`src/rtl/scc_pkg.sv`:
```
package scc_pkg;
  localparam int unsigned OFS_CNT_LO = 0;
  localparam int unsigned OFS_CNT_MI = 1;
  localparam int unsigned OFS_CMD    = 3;
  localparam int unsigned OFS_STAT   = 4;  // read side: status, write side: bus id
  localparam int unsigned OFS_INTR   = 5;
  localparam int unsigned OFS_SEQ    = 6;
  localparam int unsigned OFS_FLAGS  = 7;
  localparam int unsigned OFS_CFG1   = 8;
  localparam int unsigned OFS_CFG2   = 11;
  localparam int unsigned OFS_ID     = 14;

  localparam logic [7:0] ID_VALUE   = 8'h04;
  localparam logic [7:0] CFG2_KEEP  = 8'h15;
  localparam logic [7:0] INT_FDONE  = 8'h08;
  localparam logic [7:0] INT_CONN   = 8'h18;
  localparam logic [7:0] INT_DISC   = 8'h20;
  localparam logic [7:0] INT_BRST   = 8'h80;
  localparam logic [7:0] ST_CMDPH   = 8'h12;
  localparam logic [7:0] ST_STATPH  = 8'h13;
  localparam logic [7:0] SEQ_DONE   = 8'h04;
  localparam int unsigned ST_TC_BIT = 4;
  localparam int unsigned ST_IRQ_BIT = 7;
  localparam int unsigned CFG1_QUIET_BIT = 6;

  typedef enum logic [3:0] {
    OP_NOP, OP_FLUSH, OP_CHIPRST, OP_BUSRST, OP_XFER, OP_CMPL,
    OP_MSGOK, OP_ATN, OP_SEL, OP_SELSTOP, OP_ENSEL, OP_OTHER
  } op_e;
endpackage

```
`src/rtl/scc_cmd_decode.sv`:
```
module scc_cmd_decode
  import scc_pkg::*;
(
  input  logic [6:0] opcode,
  output op_e        op
);
  always_comb begin
    case (opcode)
      7'h00:   op = OP_NOP;
      7'h01:   op = OP_FLUSH;
      7'h02:   op = OP_CHIPRST;
      7'h03:   op = OP_BUSRST;
      7'h10:   op = OP_XFER;
      7'h11:   op = OP_CMPL;
      7'h12:   op = OP_MSGOK;
      7'h1A:   op = OP_ATN;
      7'h42:   op = OP_SEL;
      7'h43:   op = OP_SELSTOP;
      7'h44:   op = OP_ENSEL;
      default: op = OP_OTHER;
    endcase
  end
endmodule

```
`src/rtl/scc_tgt_lookup.sv`:
```
module scc_tgt_lookup #(
  parameter int unsigned NUM_TGT = 8,
  localparam int unsigned TGT_W = (NUM_TGT > 1) ? $clog2(NUM_TGT) : 1
) (
  input  logic [NUM_TGT-1:0] present,
  input  logic [TGT_W-1:0]   tgt_id,
  output logic               hit
);
  logic [NUM_TGT-1:0] match;
  for (genvar g = 0; g < NUM_TGT; g++) begin : g_match
    assign match[g] = present[g] && (tgt_id == TGT_W'(g));
  end
  assign hit = |match;
endmodule

```
`src/rtl/scc_ctrl_regs.sv`:
```
module scc_ctrl_regs
  import scc_pkg::*;
#(
  parameter int unsigned AW = 4,
  parameter int unsigned DW = 8,
  parameter int unsigned NUM_TGT = 8
) (
  input  logic               clk,
  input  logic               rst,
  input  logic               wr_en,
  input  logic               rd_en,
  input  logic [AW-1:0]      addr,
  input  logic [DW-1:0]      wdata,
  input  logic [NUM_TGT-1:0] tgt_present,
  output logic [DW-1:0]      rdata,
  output logic               irq,
  output logic               dma_mode,
  output logic               cmd_collect
);
  localparam int unsigned NREG  = 1 << AW;
  localparam int unsigned TGT_W = (NUM_TGT > 1) ? $clog2(NUM_TGT) : 1;

  logic [DW-1:0] rd_q [NREG];
  logic [DW-1:0] rd_d [NREG];
  logic [DW-1:0] wr_q [NREG];
  logic [DW-1:0] wr_d [NREG];
  logic          dma_q, dma_d, coll_q, coll_d, raise;
  op_e           op;
  logic          tgt_hit;

  scc_cmd_decode u_dec (.opcode(wdata[6:0]), .op(op));

  scc_tgt_lookup #(.NUM_TGT(NUM_TGT)) u_tgt (
    .present(tgt_present),
    .tgt_id (wr_q[OFS_STAT][TGT_W-1:0]),
    .hit    (tgt_hit)
  );

  always_comb begin
    rd_d  = rd_q;
    wr_d  = wr_q;
    dma_d = dma_q;
    coll_d = coll_q;
    raise = 1'b0;
    if (wr_en) begin
      if (addr == AW'(OFS_CNT_LO) || addr == AW'(OFS_CNT_MI)) begin
        rd_d[OFS_STAT][ST_TC_BIT] = 1'b0;
      end else if (addr == AW'(OFS_CMD)) begin
        rd_d[OFS_CMD] = wdata;
        dma_d = wdata[DW-1];
        if (wdata[DW-1]) begin
          rd_d[OFS_CNT_LO] = wr_q[OFS_CNT_LO];
          rd_d[OFS_CNT_MI] = wr_q[OFS_CNT_MI];
        end
        case (op)
          OP_FLUSH: begin
            rd_d[OFS_INTR]  = INT_FDONE;
            rd_d[OFS_SEQ]   = '0;
            rd_d[OFS_FLAGS] = '0;
          end
          OP_CHIPRST: begin
            for (int i = 0; i < NREG; i++) begin
              rd_d[i] = '0;
              wr_d[i] = '0;
            end
            rd_d[OFS_ID] = ID_VALUE;
            dma_d  = 1'b0;
            coll_d = 1'b0;
          end
          OP_BUSRST: begin
            rd_d[OFS_INTR] = INT_BRST;
            raise = !rd_q[OFS_CFG1][CFG1_QUIET_BIT];
          end
          OP_XFER: begin
            if (wdata[DW-1]) rd_d[OFS_STAT][ST_TC_BIT] = 1'b0;
            if (coll_q) begin
              coll_d = 1'b0;
              rd_d[OFS_INTR] = INT_CONN;
              rd_d[OFS_SEQ]  = SEQ_DONE;
              raise = 1'b1;
            end
          end
          OP_CMPL, OP_MSGOK: begin
            if (wdata[DW-1]) begin
              rd_d[OFS_STAT] = ST_STATPH;
              rd_d[OFS_INTR] = INT_CONN;
              rd_d[OFS_SEQ]  = SEQ_DONE;
            end else begin
              rd_d[OFS_FLAGS] = 8'h02;
            end
            raise = 1'b1;
            if (op == OP_MSGOK) begin
              rd_d[OFS_INTR] = INT_DISC;
              rd_d[OFS_SEQ]  = '0;
            end
          end
          OP_SEL, OP_SELSTOP: begin
            raise = 1'b1;
            if (!tgt_hit) begin
              rd_d[OFS_STAT] = '0;
              rd_d[OFS_INTR] = INT_DISC;
              rd_d[OFS_SEQ]  = '0;
            end else begin
              rd_d[OFS_INTR] = INT_CONN;
              rd_d[OFS_SEQ]  = SEQ_DONE;
              if (op == OP_SELSTOP) begin
                rd_d[OFS_STAT] = ST_CMDPH;
                coll_d = 1'b1;
              end
            end
          end
          default: ;
        endcase
      end else if (addr == AW'(OFS_CFG1)) begin
        rd_d[OFS_CFG1] = wdata;
      end else if (addr == AW'(OFS_CFG2)) begin
        rd_d[OFS_CFG2] = wdata & CFG2_KEEP;
      end else if (addr >= AW'(12)) begin
        rd_d[addr] = wdata;
      end
      wr_d[addr] = wdata;
    end else if (rd_en && addr == AW'(OFS_INTR)) begin
      rd_d[OFS_STAT] = rd_q[OFS_STAT] & 8'h1F;
    end
    if (raise) rd_d[OFS_STAT][ST_IRQ_BIT] = 1'b1;
  end

  always_ff @(posedge clk) begin
    if (rst) begin
      for (int i = 0; i < NREG; i++) begin
        rd_q[i] <= (i == OFS_ID) ? ID_VALUE : '0;
        wr_q[i] <= '0;
      end
      dma_q  <= 1'b0;
      coll_q <= 1'b0;
      rdata  <= '0;
    end else begin
      rd_q   <= rd_d;
      wr_q   <= wr_d;
      dma_q  <= dma_d;
      coll_q <= coll_d;
      if (rd_en && !wr_en) rdata <= rd_q[addr];
    end
  end

  assign irq         = rd_q[OFS_STAT][ST_IRQ_BIT];
  assign dma_mode    = dma_q;
  assign cmd_collect = coll_q;
endmodule

```
`config.mk`:
```
export PLATFORM = sky130hd
export DESIGN_NAME = scc_ctrl_regs
export DESIGN_NICKNAME = d
export VERILOG_FILES = /design/src/rtl/scc_pkg.sv /design/src/rtl/scc_cmd_decode.sv /design/src/rtl/scc_tgt_lookup.sv /design/src/rtl/scc_ctrl_regs.sv
export SDC_FILE = /design/constraint.sdc
export NUM_CORES = 1
export LEC_CHECK = 0
export BUFFER_PORTS_ARGS = -buffer_cell sky130_fd_sc_hd__buf_4
export CAP_MARGIN = 20
export CORE_MARGIN = 3
export CORE_UTILIZATION = 40
export CTS_CLUSTER_DIAMETER = 120
export CTS_CLUSTER_SIZE = 25
export DETAILED_ROUTE_END_ITERATION = 8
export SLEW_MARGIN = 20
export SYNTH_ARGS = -nofsm -noshare
export SYNTH_HDL_FRONTEND = slang
export SYNTH_SLANG_ARGS = --single-unit
export TNS_END_PERCENT = 100
```
`constraint.sdc`:
```
create_clock -name clk -period 2.5 [get_ports clk]
set_clock_uncertainty 0.05 [all_clocks]
set_input_delay 0.375 -clock clk [delete_from_list [all_inputs] [get_ports clk]]
set_output_delay 0.375 -clock clk [all_outputs]
set_load 0.01 [all_outputs]
```
# --- After elaboration in Yosys (flattened, before gate mapping) ---
# Cells that the tools add are included.
op_classes:
  n_lt_le_gt_ge: 3
  eq_ne: 70
  n_mux: 63
  bitwise: 2
  reduce_logical: 43
op_table:
  columns: ["operator", "count"]
  rows:
  - ["2-to-1 mux 128 bit", 8]
  - ["2-to-1 mux 88 bit", 3]
  - ["bitwise mux 128 bit", 2]
  - ["2-to-1 mux 24 bit", 6]
  - ["2-to-1 mux 64 bit", 2]
  - ["2-to-1 mux 16 bit", 7]
  - ["2-to-1 mux 92 bit", 1]
  - ["2-to-1 mux 8 bit", 9]
  - ["2-to-1 mux 32 bit", 2]
  - ["2-to-1 mux 56 bit", 1]
  - ["case mux 8 bit (6 select lines)", 1]
  - ["AND reduction 8 bit", 6]
  - ["case mux 4 bit (11 select lines)", 1]
  - ["binary-select mux 8 bit (select 4 bit)", 1]
  - ["demux 8 bit (select 4 bit)", 1]
  - ["case mux 8 bit (4 select lines)", 1]
  - ["equality test 7 x 5 -> 1 bit (second input constant)", 4]
  - ["!= test 4 bit (second input constant)", 7]
  - ["!= test 5 bit (second input constant)", 5]
  - ["AND reduction 6 bit", 4]
  - ["equality test 7 bit (second input constant)", 3]
  - ["!= test 3 bit (second input constant)", 7]
  - ["equality test 4 x 3 -> 1 bit (second input constant)", 4]
  - ["equality test 4 bit (second input constant)", 4]
  - ["45 further kinds", 91]
totals:
  reg_bits: 266
  wordCells: 219

# --- Depth between registers and ports, before layout ---
depth:
  depth_word: 17
  mapped_depth: 9
  ltp_nobuf: 6

# --- Hierarchy ---
# A second synthesis with hierarchy kept.
unflattened:
  cells_unflattened: 741
  hier_area_um2: 7121.8
by_module_without_submodules:
  columns: ["module", "instances", "cells_each", "area_per_inst_um2", "seq_area_each_um2"]
  rows:
  - ["scc_ctrl_regs", 1, 706, 6847.8, 3143.0]
  - ["scc_cmd_decode", 1, 32, 210.2, 0.0]
  - ["scc_tgt_lookup", 1, 3, 63.8, 0.0]

# --- Worst setup path after synthesis ---
# OpenSTA, ideal clock, no wires.
synth_timing:
  kind: "input-to-reg"
  startpoint: "in addr[0]"
  endpoint: "reg rdata[4]"
  setup_time_ns: 0.132
  arrival_ns: 2.174
  path_slack_ns: 0.144
  cell_stages: 6
  path_cell_list: "buf_2 > buf_1 > mux4_2 > mux4_2 > nand2_1 > a21oi_1"
synth_between:
  elab_chain_len: 4
synth_rtl:
  columns: ["item", "line_no", "source"]
  rows:
  - ["start: declaration", "scc_ctrl_regs.sv:12", "input logic [AW-1:0] addr,"]
  - ["NOT 4 -> 5 bit (not written as such)", "scc_ctrl_regs.sv:142", "if (rd_en && !wr_en) rdata <= rd_q[addr];"]
  - ["binary-select mux 8 bit (select 4 bit)", "scc_ctrl_regs.sv:142", null]
  - ["2-to-1 mux 8 bit (not written as such) (2 in a row)", "scc_ctrl_regs.sv:142", null]
  - ["end signal: assignment", "scc_ctrl_regs.sv:142", null]
  - ["end: declaration", "scc_ctrl_regs.sv:15", "output logic [DW-1:0] rdata,"]
# Every way passes these cells. The select of a mux whose other input is x is not followed.
# A chain may end at the register's enable or synchronous reset.

# --- Worst setup path after layout ---
layout_timing:
  startpoint: "reg wr_q[90] in the netlist's numbering"
  endpoint: "reg rd_q[94] in the netlist's numbering"
layout_between:
  elab_chain_len: 10
layout_rtl:
  columns: ["item", "line_no", "source"]
  rows:
  - ["start: declaration", "scc_ctrl_regs.sv:25", "logic [DW-1:0] wr_q [NREG];"]
  - ["start signal: assignment", "scc_ctrl_regs.sv:139", "wr_q <= wr_d;"]
  - ["equality test 3 x 1 -> 1 bit (tied with other cells)", "scc_tgt_lookup.sv:11", "assign match[g] = present[g] && (tgt_id == TGT_W'(g));"]
  - ["logical AND 1 bit", "scc_tgt_lookup.sv:11", null]
  - ["OR reduction 8 bit (*)", "scc_tgt_lookup.sv:13", "assign hit = |match;"]
  - ["2-to-1 mux 24 bit", "scc_ctrl_regs.sv:99", "if (!tgt_hit) begin"]
  - ["2-to-1 mux 24 bit", "scc_ctrl_regs.sv:46", "if (addr == AW'(OFS_CNT_LO) || addr == AW'(OFS_CNT_MI)) begin"]
  - ["2-to-1 mux 24 bit", "scc_ctrl_regs.sv:45", "if (wr_en) begin"]
  - ["case mux 3 bit (3 select lines)", "scc_ctrl_regs.sv:55", "case (op)"]
  - ["2-to-1 mux 128 bit", "scc_ctrl_regs.sv:48", "end else if (addr == AW'(OFS_CMD)) begin"]
  - ["2-to-1 mux 3 bit", "scc_ctrl_regs.sv:46", null]
  - ["2-to-1 mux 8 bit", "scc_ctrl_regs.sv:45", null]
  - ["end signal: indexed assignment", "scc_ctrl_regs.sv:131", "rd_q[i] <= (i == OFS_ID) ? ID_VALUE : '0;"]
  - ["end signal: assignment", "scc_ctrl_regs.sv:138", "rd_q <= rd_d;"]
  - ["end: declaration", "scc_ctrl_regs.sv:23", "logic [DW-1:0] rd_q [NREG];"]
# Every way passes the cells marked *; elsewhere a longest branch is shown, timed or not. The select of a mux whose other input is x is not followed.

==> metrics.md <==
| Metric | Value |
|---|---|
| Final Max Tran Viols | `0` |
| Synth Area in Adders | `0%` |
| Async set-reset flop share out of synthesis | `0%` |
| Clk buf depth | `2` |
| Finished Cell Area | `about 0.0082 sq mm` |
| Share of the synthesized area in the top cell type | `45.4%` |
| Crit path depth | `7` |
| Seq/Total Area, Yosys | `between 40% and 50%` |
| Compound-gate portion of the synthesized area | `between 10% and 20%` |
| Fin crit period | `approximately 2.3 ns` |
| Final hold vios | `0` |
| Final period util | `just over 90%` |
| Type of element capturing the critical path | `flip-flop` |
| Combinational power share | `roughly 7.6%` |
| Placer Congestion | `roughly 0.92` |
| Status | `finished, final reports clean` |
| CP max stage delay | `0.53 ns` |
| Vias per inst | `approximately 5.8` |
| Clk_lat worst skew | `roughly 0.42 ns` |
| Pwr Density | `between 600 and 700 mW/mm^2` |
| Worst slew margin | `between 60% and 70%` |
| GRT Total Usage | `between 20% and 30%` |
| Cell Rows | `47` |
| Count leader, synth | `dfxtp_1` |
| Seq cells post-synth | `between 150 and 200` |
| Max cap viols | `0` |
| Routed WL per cell | `~20 microns` |
| Util after Layout | `roughly 49%` |
| RSZ-0062 raised after global routing | `false` |
| Mapped Nets | `roughly 760` |
| Sw power | `1.28 mW` |
| Area leader, netlist | `dfxtp_1` |
| CP arrival | `approximately 2.6 ns` |
| Hold Path Class | `primary input to flip-flop` |
| Maximum vdd drop | `0.421 mV` |
| Syn Inst Count | `around 730` |
| Placed insts | `982` |
| CTS root buffer | `clkbuf_16` |
| Leakage | `3.02 nW` |
| First DRT Iteration DRCs | `529` |
| Multiplexer share of the synthesized area | `around 14%` |
| Number of routed nets with antenna violations | `0` |
| Layout cell share with drive strength beyond 1 | `21.3%` |
| # IOs | `35` |
| Critical Path Fanout Max | `5` |
| CP bufs+invs | `1` |
| First-pass GRT wire length | `31.8 mm` |
| Vias in the first global route | `between 5000 and 6000` |
| DIE AREA | `0.0189 sq mm` |
| Clk slew on worst S/H paths | `approximately 0.06 ns` |
| Int Power | `4.13 mW` |
| WS Path Type | `flip-flop to flip-flop` |
| Post-CTS Setup Repair Bufs | `0` |
| Worst Hold Launch | `wdata[0]` |
| Worst R2R Start | `wr_q[90]` |
| CTS sink count | `between 150 and 200` |
| Largest net degree at the start of global routing | `45` |
| Detailed placement HPWL | `between 10 and 15 mm` |
| DRC Markers | `0` |
| Share of power burned in registers | `between 40 and 50%` |
| Antenna violations before repair | `0` |
| TritonCTS clock tree | `done` |
| CTS Hold Buffers Added | `0` |
| Dominant cells by area after synthesis | `dfxtp_1 (45%), mux4_2 (13%), nor2_1 (5.4%), and2_1 (4.5%), nand2_1 (3.8%)` |
| Htree depth | `4` |
| Worst r2r path cells | `7` |
| Slowest CP cell | `mux4_2` |
| Cell Area, Synth | `slightly below 0.007 sq mm` |
| Required time of the critical path | `2.82 ns` |
| Synth-to-Final Area Change | `19.1%` |
| Final TNS setup | `0 ns` |
| Clock Power Share | `about 46%` |
| CP top delay family | `simple AND/OR/NAND/NOR gates` |
| Synth warn | `0` |
| Worst Setup Start Kind | `flip-flop` |
| Nets | `~800` |
| Grt total ovfl | `0` |
| Post-CTS Resized | `0` |
| Die W | `138 microns` |
| Initial core utilization | `around two fifths` |
| Non-filler instance count after layout | `about 1000` |
| Hold path depth | `3` |
| Worst-margin pin slew | `just under 0.6 ns` |
| Die span in y | `approximately 140 microns` |
| Vias after detailed routing | `approximately 5900` |
| Simple-Gate Fraction of Synth Area | `between 20% and 30%` |
| Drt first pass iters | `5` |
| Netlist cell types | `between 40 and 50` |
| # diodes | `0` |
| R2R Setup Slk | `about 0.18 ns` |
| Synth cell count leaders | `dfxtp_1 (157), nor2_1 (99), nand2_1 (71)` |
| Synth Flop Type | `dfxtp_1` |
| Placed inst area | `0.00768 sq mm` |
| Sw Share | `approximately a quarter` |
| Final WL | `a little over 20 mm` |
| # setup viols final | `0` |
| Hold slack | `0.247 ns` |
| Core ar. | `between 0.015 and 0.02 sq mm` |
| Max Fclk | `around 430 MHz` |
| Number of enable flip-flop cells after synthesis | `0` |
| Post-synthesis xor/xnor area fraction | `less than 1%` |
| IO Port Bufs | `34` |
| Cell Chain, Critical Path | `mux2i_1 > mux4_2 > nor3_1 > a2111oi_2 > buf_4 > nor2_1 > and3_1` |
| Avg Cell Area, Syn | `around 9.5 sq um` |
| Num CTS Buffers | `17` |
| Critical Path Source | `wr_q[90]` |
| Largest family of logic cells by synthesized area | `simple AND/OR/NAND/NOR gates` |
cell type report:
type	count	area (sq um)
clock buffer	23	478
clock inverter	9	86.3
fill	1534	8510
inverter	3	11.3
multi-input combinational	511	3520
sequential	157	3140
tap	220	275
timing repair buffer	91	733
cell usage in the layout, fill, tap and decap left out, types with 5 or more instances in the layout:
master and n:
dfxtp_1 157, nor2_1 98, buf_4 87, nand2_1 71, and2_1 50, a21oi_1 43, mux4_2 41, a211oi_1 28
a31oi_1 26, nand3_1 24, a22oi_1 22, clkbuf_16 17, nand2b_1 13, o21ai_0 13, nor3_1 9, nor2b_1 9
a22o_1 8, mux2i_1 8, and3_1 5, clkinvlp_4 5
registers in the layout (all words and copies together), names as in the netlist:
register	count
rd_q	127
wr_q	19
rdata	8
cmd_collect	1
dma_mode	1
irq	1
final timing paths:
check | end
max reg2reg | rd_q[94]
min reg2reg | rdata[4]
max | rd_q[94]
min | rd_q[0]
worst min-delay path, delay by kind of cell:
family	cells	cell delay, ns
buffers and inverters	1	0.17
and+or+nand+nor	1	0.07
AOI/OAI and AO/OA	1	0.05
logic make-up after synthesis:
group	after synthesis
AND/OR/NAND/NOR	299
buffers and inverters	63
flip-flops	157
AO/OA/AOI/OAI	162
multiplexers	49
XOR/XNOR	1
metal layers:
layer  up-vias  routed length (microns)  global-route usage [%]
li1       2740                        -                       -
met1      2847                     8900                    30.3
met2       281                     9290                    35.0
met3        44                     1550                    4.31
met4         0                      484                    8.04
met5         -                        0                       0
stage by stage:
step	total power, mW	setup slack (ns)
after global routing	5.59	0.115
after floorplan	2.83	0.144
final	5.40	0.181
after global placement	2.99	0.0873
after CTS	5.44	0.207
after detailed placement	2.99	0.0438
power by group through the flow:
| stage | combinational [mW] | clock (mW) | sequential, mW |
|---|---|---|---|
| final | 0.411 | 2.46 | 2.53 |
| after global routing | 0.440 | 2.62 | 2.53 |
| after CTS | 0.406 | 2.50 | 2.53 |
| after detailed placement | 0.404 | 0 | 2.59 |
| after global placement | 0.398 | 0 | 2.59 |
| after floorplan | 0.243 | 0 | 2.59 |
(Power assumes the default switching activity.)
